File: config.mk
export PLATFORM = sky130hd
export DESIGN_NAME = xp_cell
export DESIGN_NICKNAME = d
export VERILOG_FILES = /design/src/rtl/xp_cell_pkg.sv /design/src/rtl/xp_cell_ctrl.sv /design/src/rtl/xp_cell_dp.sv /design/src/rtl/xp_cell.sv
export SDC_FILE = /design/constraint.sdc
export NUM_CORES = 1
export LEC_CHECK = 0
export BUFFER_PORTS_ARGS = -buffer_cell sky130_fd_sc_hd__buf_2
export CAP_MARGIN = 25
export CORE_MARGIN = 8
export CORE_UTILIZATION = 30
export DETAILED_ROUTE_END_ITERATION = 7
export MAX_ROUTING_LAYER = met4
export SLEW_MARGIN = 30
export SYNTH_ARGS = -nofsm -noshare
export SYNTH_HDL_FRONTEND = slang
export SYNTH_HIERARCHICAL = 1
export SYNTH_SLANG_ARGS = --single-unit
File: constraint.sdc
create_clock -name clk -period 2.8 [get_ports clk]
set_input_delay 0.56 -clock clk [delete_from_list [all_inputs] [get_ports clk]]
set_output_delay 0.56 -clock clk [all_outputs]
set_load 0.01 [all_outputs]
File: src/rtl/xp_cell_pkg.sv
package xp_cell_pkg;

  typedef enum logic [1:0] {
    STORE_BYPASS = 2'd0,
    STORE_EDGE   = 2'd1,
    STORE_LATCH  = 2'd2,
    STORE_SPARE  = 2'd3
  } storeMode_e;

  // strobes handed from the control to the datapath
  typedef struct packed {
    logic [1:0] laneSel;    // adjusted {hi,lo} select
    logic       load;       // storage element takes its input this cycle
    logic       passThru;   // stage output follows its input combinationally
    logic       inPlace;    // storage sits on the router path
    logic       outInv;
    logic       jumper;
    logic       jumperLvl;
  } cellCtrl_t;

endpackage

File: src/rtl/xp_cell_ctrl.sv
module xp_cell_ctrl
  import xp_cell_pkg::*;
(
  input  logic       clk,
  input  logic       rstN,
  input  logic       selLo,
  input  logic       selHi,
  input  logic       oeIn,
  input  logic       stClkIn,
  input  logic       cfgSelLoInv,
  input  logic       cfgSelHiInv,
  input  logic       cfgOeInv,
  input  logic       cfgClkInv,
  input  logic [1:0] cfgStore,
  input  logic       cfgInPlace,
  input  logic       cfgOutInv,
  input  logic       cfgJumper,
  input  logic       cfgJumperLvl,
  output cellCtrl_t  ctrl,
  output logic       pinOe
);

  storeMode_e mode;
  logic effClk;
  logic clkPrev;
  logic clkRise;
  logic isEdge;
  logic isLatch;

  assign mode    = storeMode_e'(cfgStore);
  assign effClk  = stClkIn ^ cfgClkInv;
  assign clkRise = effClk & ~clkPrev;
  assign isEdge  = (mode == STORE_EDGE);
  assign isLatch = (mode == STORE_LATCH);

  // previous level starts high so a clock already high at release is not an edge
  always_ff @(posedge clk or negedge rstN) begin
    if (!rstN) clkPrev <= 1'b1;
    else       clkPrev <= effClk;
  end

  always_comb begin
    ctrl.laneSel   = {selHi ^ cfgSelHiInv, selLo ^ cfgSelLoInv};
    ctrl.load      = (isEdge & clkRise) | (isLatch & effClk);
    ctrl.passThru  = ~(isEdge | isLatch) | (isLatch & effClk);
    ctrl.inPlace   = cfgInPlace;
    ctrl.outInv    = cfgOutInv;
    ctrl.jumper    = cfgJumper;
    ctrl.jumperLvl = cfgJumperLvl;
  end

  always_comb begin
    if (!rstN)          pinOe = 1'b0;
    else if (cfgJumper) pinOe = 1'b1;
    else                pinOe = oeIn ^ cfgOeInv;
  end

endmodule

File: src/rtl/xp_cell_dp.sv
module xp_cell_dp
  import xp_cell_pkg::*;
#(
  parameter int WIDTH = 4
) (
  input  logic             clk,
  input  logic             rstN,
  input  cellCtrl_t        ctrl,
  input  logic [WIDTH-1:0] laneA,
  input  logic [WIDTH-1:0] laneB,
  input  logic [WIDTH-1:0] laneC,
  input  logic [WIDTH-1:0] laneD,
  input  logic [WIDTH-1:0] pinIn,
  output logic [WIDTH-1:0] pinOut,
  output logic [WIDTH-1:0] toRouter
);

  localparam int LANES = 4;

  logic [LANES-1:0][WIDTH-1:0] lanes;
  logic [WIDTH-1:0] muxOut;
  logic [WIDTH-1:0] stageIn;
  logic [WIDTH-1:0] stageOut;
  logic [WIDTH-1:0] outPath;

  assign lanes[0] = laneA;
  assign lanes[1] = laneB;
  assign lanes[2] = laneD;  // code 10
  assign lanes[3] = laneC;  // code 11

  assign muxOut  = lanes[ctrl.laneSel];
  assign stageIn = ctrl.inPlace ? pinIn : muxOut;

  for (genvar b = 0; b < WIDTH; b++) begin : g_bit
    logic held;

    always_ff @(posedge clk or negedge rstN) begin
      if (!rstN)          held <= 1'b0;
      else if (ctrl.load) held <= stageIn[b];
    end

    assign stageOut[b] = ctrl.passThru ? stageIn[b] : held;
  end

  assign outPath  = ctrl.inPlace ? muxOut : stageOut;
  assign toRouter = ctrl.inPlace ? stageOut : pinIn;
  assign pinOut   = ctrl.jumper ? {WIDTH{ctrl.jumperLvl}}
                                : (outPath ^ {WIDTH{ctrl.outInv}});

endmodule

File: src/rtl/xp_cell.sv
module xp_cell
  import xp_cell_pkg::*;
#(
  parameter int WIDTH = 4
) (
  input  logic             clk,
  input  logic             rstN,
  input  logic [WIDTH-1:0] laneA,
  input  logic [WIDTH-1:0] laneB,
  input  logic [WIDTH-1:0] laneC,
  input  logic [WIDTH-1:0] laneD,
  input  logic             selLo,
  input  logic             selHi,
  input  logic             oeIn,
  input  logic             stClkIn,
  input  logic [WIDTH-1:0] pinIn,
  input  logic             cfgSelLoInv,
  input  logic             cfgSelHiInv,
  input  logic             cfgOeInv,
  input  logic             cfgClkInv,
  input  logic [1:0]       cfgStore,
  input  logic             cfgInPlace,
  input  logic             cfgOutInv,
  input  logic             cfgJumper,
  input  logic             cfgJumperLvl,
  output logic [WIDTH-1:0] pinOut,
  output logic             pinOe,
  output logic [WIDTH-1:0] toRouter
);

  cellCtrl_t ctrl;

  xp_cell_ctrl u_ctrl (
    .clk(clk), .rstN(rstN),
    .selLo(selLo), .selHi(selHi), .oeIn(oeIn), .stClkIn(stClkIn),
    .cfgSelLoInv(cfgSelLoInv), .cfgSelHiInv(cfgSelHiInv),
    .cfgOeInv(cfgOeInv), .cfgClkInv(cfgClkInv), .cfgStore(cfgStore),
    .cfgInPlace(cfgInPlace), .cfgOutInv(cfgOutInv),
    .cfgJumper(cfgJumper), .cfgJumperLvl(cfgJumperLvl),
    .ctrl(ctrl), .pinOe(pinOe)
  );

  xp_cell_dp #(.WIDTH(WIDTH)) u_dp (
    .clk(clk), .rstN(rstN), .ctrl(ctrl),
    .laneA(laneA), .laneB(laneB), .laneC(laneC), .laneD(laneD),
    .pinIn(pinIn), .pinOut(pinOut), .toRouter(toRouter)
  );

endmodule

==> reports/summary.json <==
{
  "clocking": {
    "clk_path_buf_depth": 2,
    "cts.htree.levels": 1,
    "post_cts_setup_repair_bufs": 0,
    "clock_latency_ns": 0.24,
    "cts.repair.resized": 0,
    "cts_hold_buf": 0,
    "clock_tree.root_cell": "sky130_fd_sc_hd__clkbuf_4",
    "tritoncts_num_sinks": 5,
    "cts.clk_slew.worst_paths_ns": 0.04,
    "clock_buffers_created_by_tritoncts": 3,
    "cts_tree": "done"
  },
  "cells_and_area": {
    "multi_input_comb_area_um2": 484,
    "n_fill_cell": 229,
    "register_area_um2": 126,
    "drive_above_1_share": 0.513,
    "areaGrowthSynthToFinish_pct": 38.3,
    "antenna-diode-count": 0,
    "design.final.nets": 152
  },
  "die": {
    "std_cell_rows": 17,
    "die_area_um2": 3930,
    "ioPinCount": 45,
    "initial_utilization": 0.307,
    "dieWidth_um": 62.7,
    "core_um2": 2130,
    "die_height_um": 62.7
  },
  "timing": {
    "worst_pin_slew_ns": 0.373,
    "drv_slew": 0,
    "achievable-frequency_mhz": 374,
    "finalClockSkew_ns": 0.000541,
    "relSlewSlack": 0.750,
    "fin_crit_ns": 2.67,
    "hold_violations": 0,
    "final.period_utilization": 0.954,
    "grt_setup_unrepaired": "no",
    "fin_worst_hold_slack_ns": 0.130,
    "totalNegativeSetupSlack_ns": 0,
    "finalSetupViolations": 0
  },
  "critical_path": {
    "critPathMaxFanout": 3,
    "critical_path.startpoint_type": "primary input",
    "setup.worst_path.class": "in -> out",
    "endpoint_kind": "primary output",
    "critical_path_arrival_ns": 2.11,
    "timing.critical_path.required_ns": 2.24
  },
  "route": {
    "wirelength_met1_um": 850,
    "final_antenna_net_count": 0,
    "dr_wl_met3_um": 148,
    "routed-via-count": 717,
    "drt_first_iter_violations": 13,
    "vias_per_cell": 5.01,
    "detail_route.wirelength_um": 1970,
    "route.detailed.drc": 0,
    "maxUsedRoutingLayer": "met4",
    "route.detailed.wl_per_inst_um": 13.8,
    "met2_wirelength_um": 955,
    "drt_first_pass_iters": 4
  },
  "synthesis": {
    "netlist.top_cell.by_area": "sky130_fd_sc_hd__dfrtp_1",
    "synthesis.area_um2": 653,
    "syn_nets": 110,
    "cells_after_synthesis": 74,
    "register_bit_total_from_synthesis": 5,
    "synth.avg_cell_area_um2": 8.83,
    "synth_area_leaders": "sky130_fd_sc_hd__dfrtp_1 15%, sky130_fd_sc_hd__mux4_2 14%, sky130_fd_sc_hd__mux2i_1 7.7%",
    "synth_top_area_share": 0.153,
    "synth_seq_area_share": 0.193,
    "synth_edf_count": 0,
    "ys_warn_count": 6,
    "synthTopCellsByCount": "7 x sky130_fd_sc_hd__nand2b_1, 6 x sky130_fd_sc_hd__nor2_1, 5 x sky130_fd_sc_hd__a21oi_1, 5 x sky130_fd_sc_hd__mux2i_1",
    "asyncSetResetFlopFracSynth": 1.00,
    "netlist-cell-type-count": 27,
    "synth_most_common_cell": "sky130_fd_sc_hd__nand2b_1",
    "postSynth.topFlopCell": "sky130_fd_sc_hd__dfrtp_1"
  },
  "job": {
    "max_cap_viol_count": 0
  },
  "placed_design": {
    "dp.final_hpwl_um": 1690,
    "globalplace.congestion": 0.746,
    "buffer_ports.inserted": 44
  },
  "power_and_ir_drop": {
    "power_leakage_nw": 0.428,
    "post-layout-total-power_mw": 0.352,
    "maximum_vdd_ir_drop_uv": 290,
    "powerDensity_nw_per_um2": 390
  },
  "grt": {
    "grt.overflow.total": 0,
    "global_route_wire_length_before_repair_um": 3510,
    "grt_antenna_before_repair": 0,
    "grt_start_max_net_pins": 11,
    "grt_util_all_layers": 0.109,
    "first_global_vias": 838
  },
  "run_status": {
    "status": "complete, no violations"
  },
  "min_path": {
    "timing.hold.worst.class": "in -> async"
  }
}
placed cells by master, fill, tap and decap left out, types with 5 or more instances in the layout:
cell type                   n
sky130_fd_sc_hd__a21oi_1    5
sky130_fd_sc_hd__buf_2     44
sky130_fd_sc_hd__nor2_1     6
sky130_fd_sc_hd__mux2i_1    5
sky130_fd_sc_hd__nand2b_1   7
cell type report:
cell class | count | share of cell area
Multi-Input combinational cell | 60 | 0.536
Timing Repair Buffer | 45 | 0.252
Sequential cell | 5 | 0.140
Tap cell | 28 | 0.0388
Clock buffer | 4 | 0.0291
Inverter | 1 | 0.00416
cell families (layout without fill, tap and decap cells):
kind of cell | Yosys count | in the layout | share of synthesized area
and+or+nand+nor | 33 | 33 | 0.287
muxes | 13 | 13 | 0.284
AOI/OAI and AO/OA | 10 | 10 | 0.105
xor gates and xnor gates | 4 | 4 | 0.0536
buffers and inverters | 9 | 50 | 0.0766
DFF | 5 | 5 | 0.194
metal layers:
layer / vias to the layer above / GRT usage
li1: 350 / -
met1: 327 / 0.119
met2: 38 / 0.186
met3: 2 / 0.0358
met4: 0 / 0.0256
met5: - / -
final timing paths:
path | from | endpoint | slack (ns) | cells past startpoint
max in group asynchronous | rstN | u_ctrl/clkPrev | 2.45 | 1
min in group clk | stClkIn | u_ctrl/clkPrev | 0.57 | 3
setup reg to reg | u_ctrl/clkPrev | u_dp/g_bit[1].held | 1.66 | 4
hold reg to reg | u_dp/g_bit[0].held | u_dp/g_bit[0].held | 0.58 | 2
hold / removal | rstN | u_dp/g_bit[2].held | 0.13 | 1
setup / recovery | cfgSelLoInv | pinOut[3] | 0.13 | 7
worst max-delay path, cell delays in order:
cell and delay [ns]:
sky130_fd_sc_hd__buf_2 0.11, sky130_fd_sc_hd__xor2_2 0.19, sky130_fd_sc_hd__buf_4 0.17, sky130_fd_sc_hd__mux4_2 0.54, sky130_fd_sc_hd__or3_1 0.33, sky130_fd_sc_hd__nand4_1 0.08, sky130_fd_sc_hd__buf_2 0.13
stage by stage:
stage | instance area [um^2] | instances | worst slack, ns | utilization
global placement | 870 | 139 | 0.106 | 0.409
global route | 903 | 143 | 0.0210 | 0.425
finish | 903 | 143 | 0.128 | 0.425
floorplan | 653 | 74 | 0.216 | -
detailed placement | 870 | 139 | 0.0668 | 0.409
CTS | 896 | 143 | 0.0600 | 0.421
report_power, final:
part / internal (mW) / total, mW / leakage, nW / switching, mW
sequential: 0.0910 / 0.108 / 0.0544 / 0.0167
combinational: 0.0848 / 0.159 / 0.359 / 0.0740
clock: 0.0540 / 0.0854 / 0.0150 / 0.0314
sequential cells by signal, indices dropped and copies added, names as in the netlist:
register         count
u_dp/g_bit.held      4
u_ctrl/clkPrev       1
Note: power is estimated with default switching activity, not from simulation.
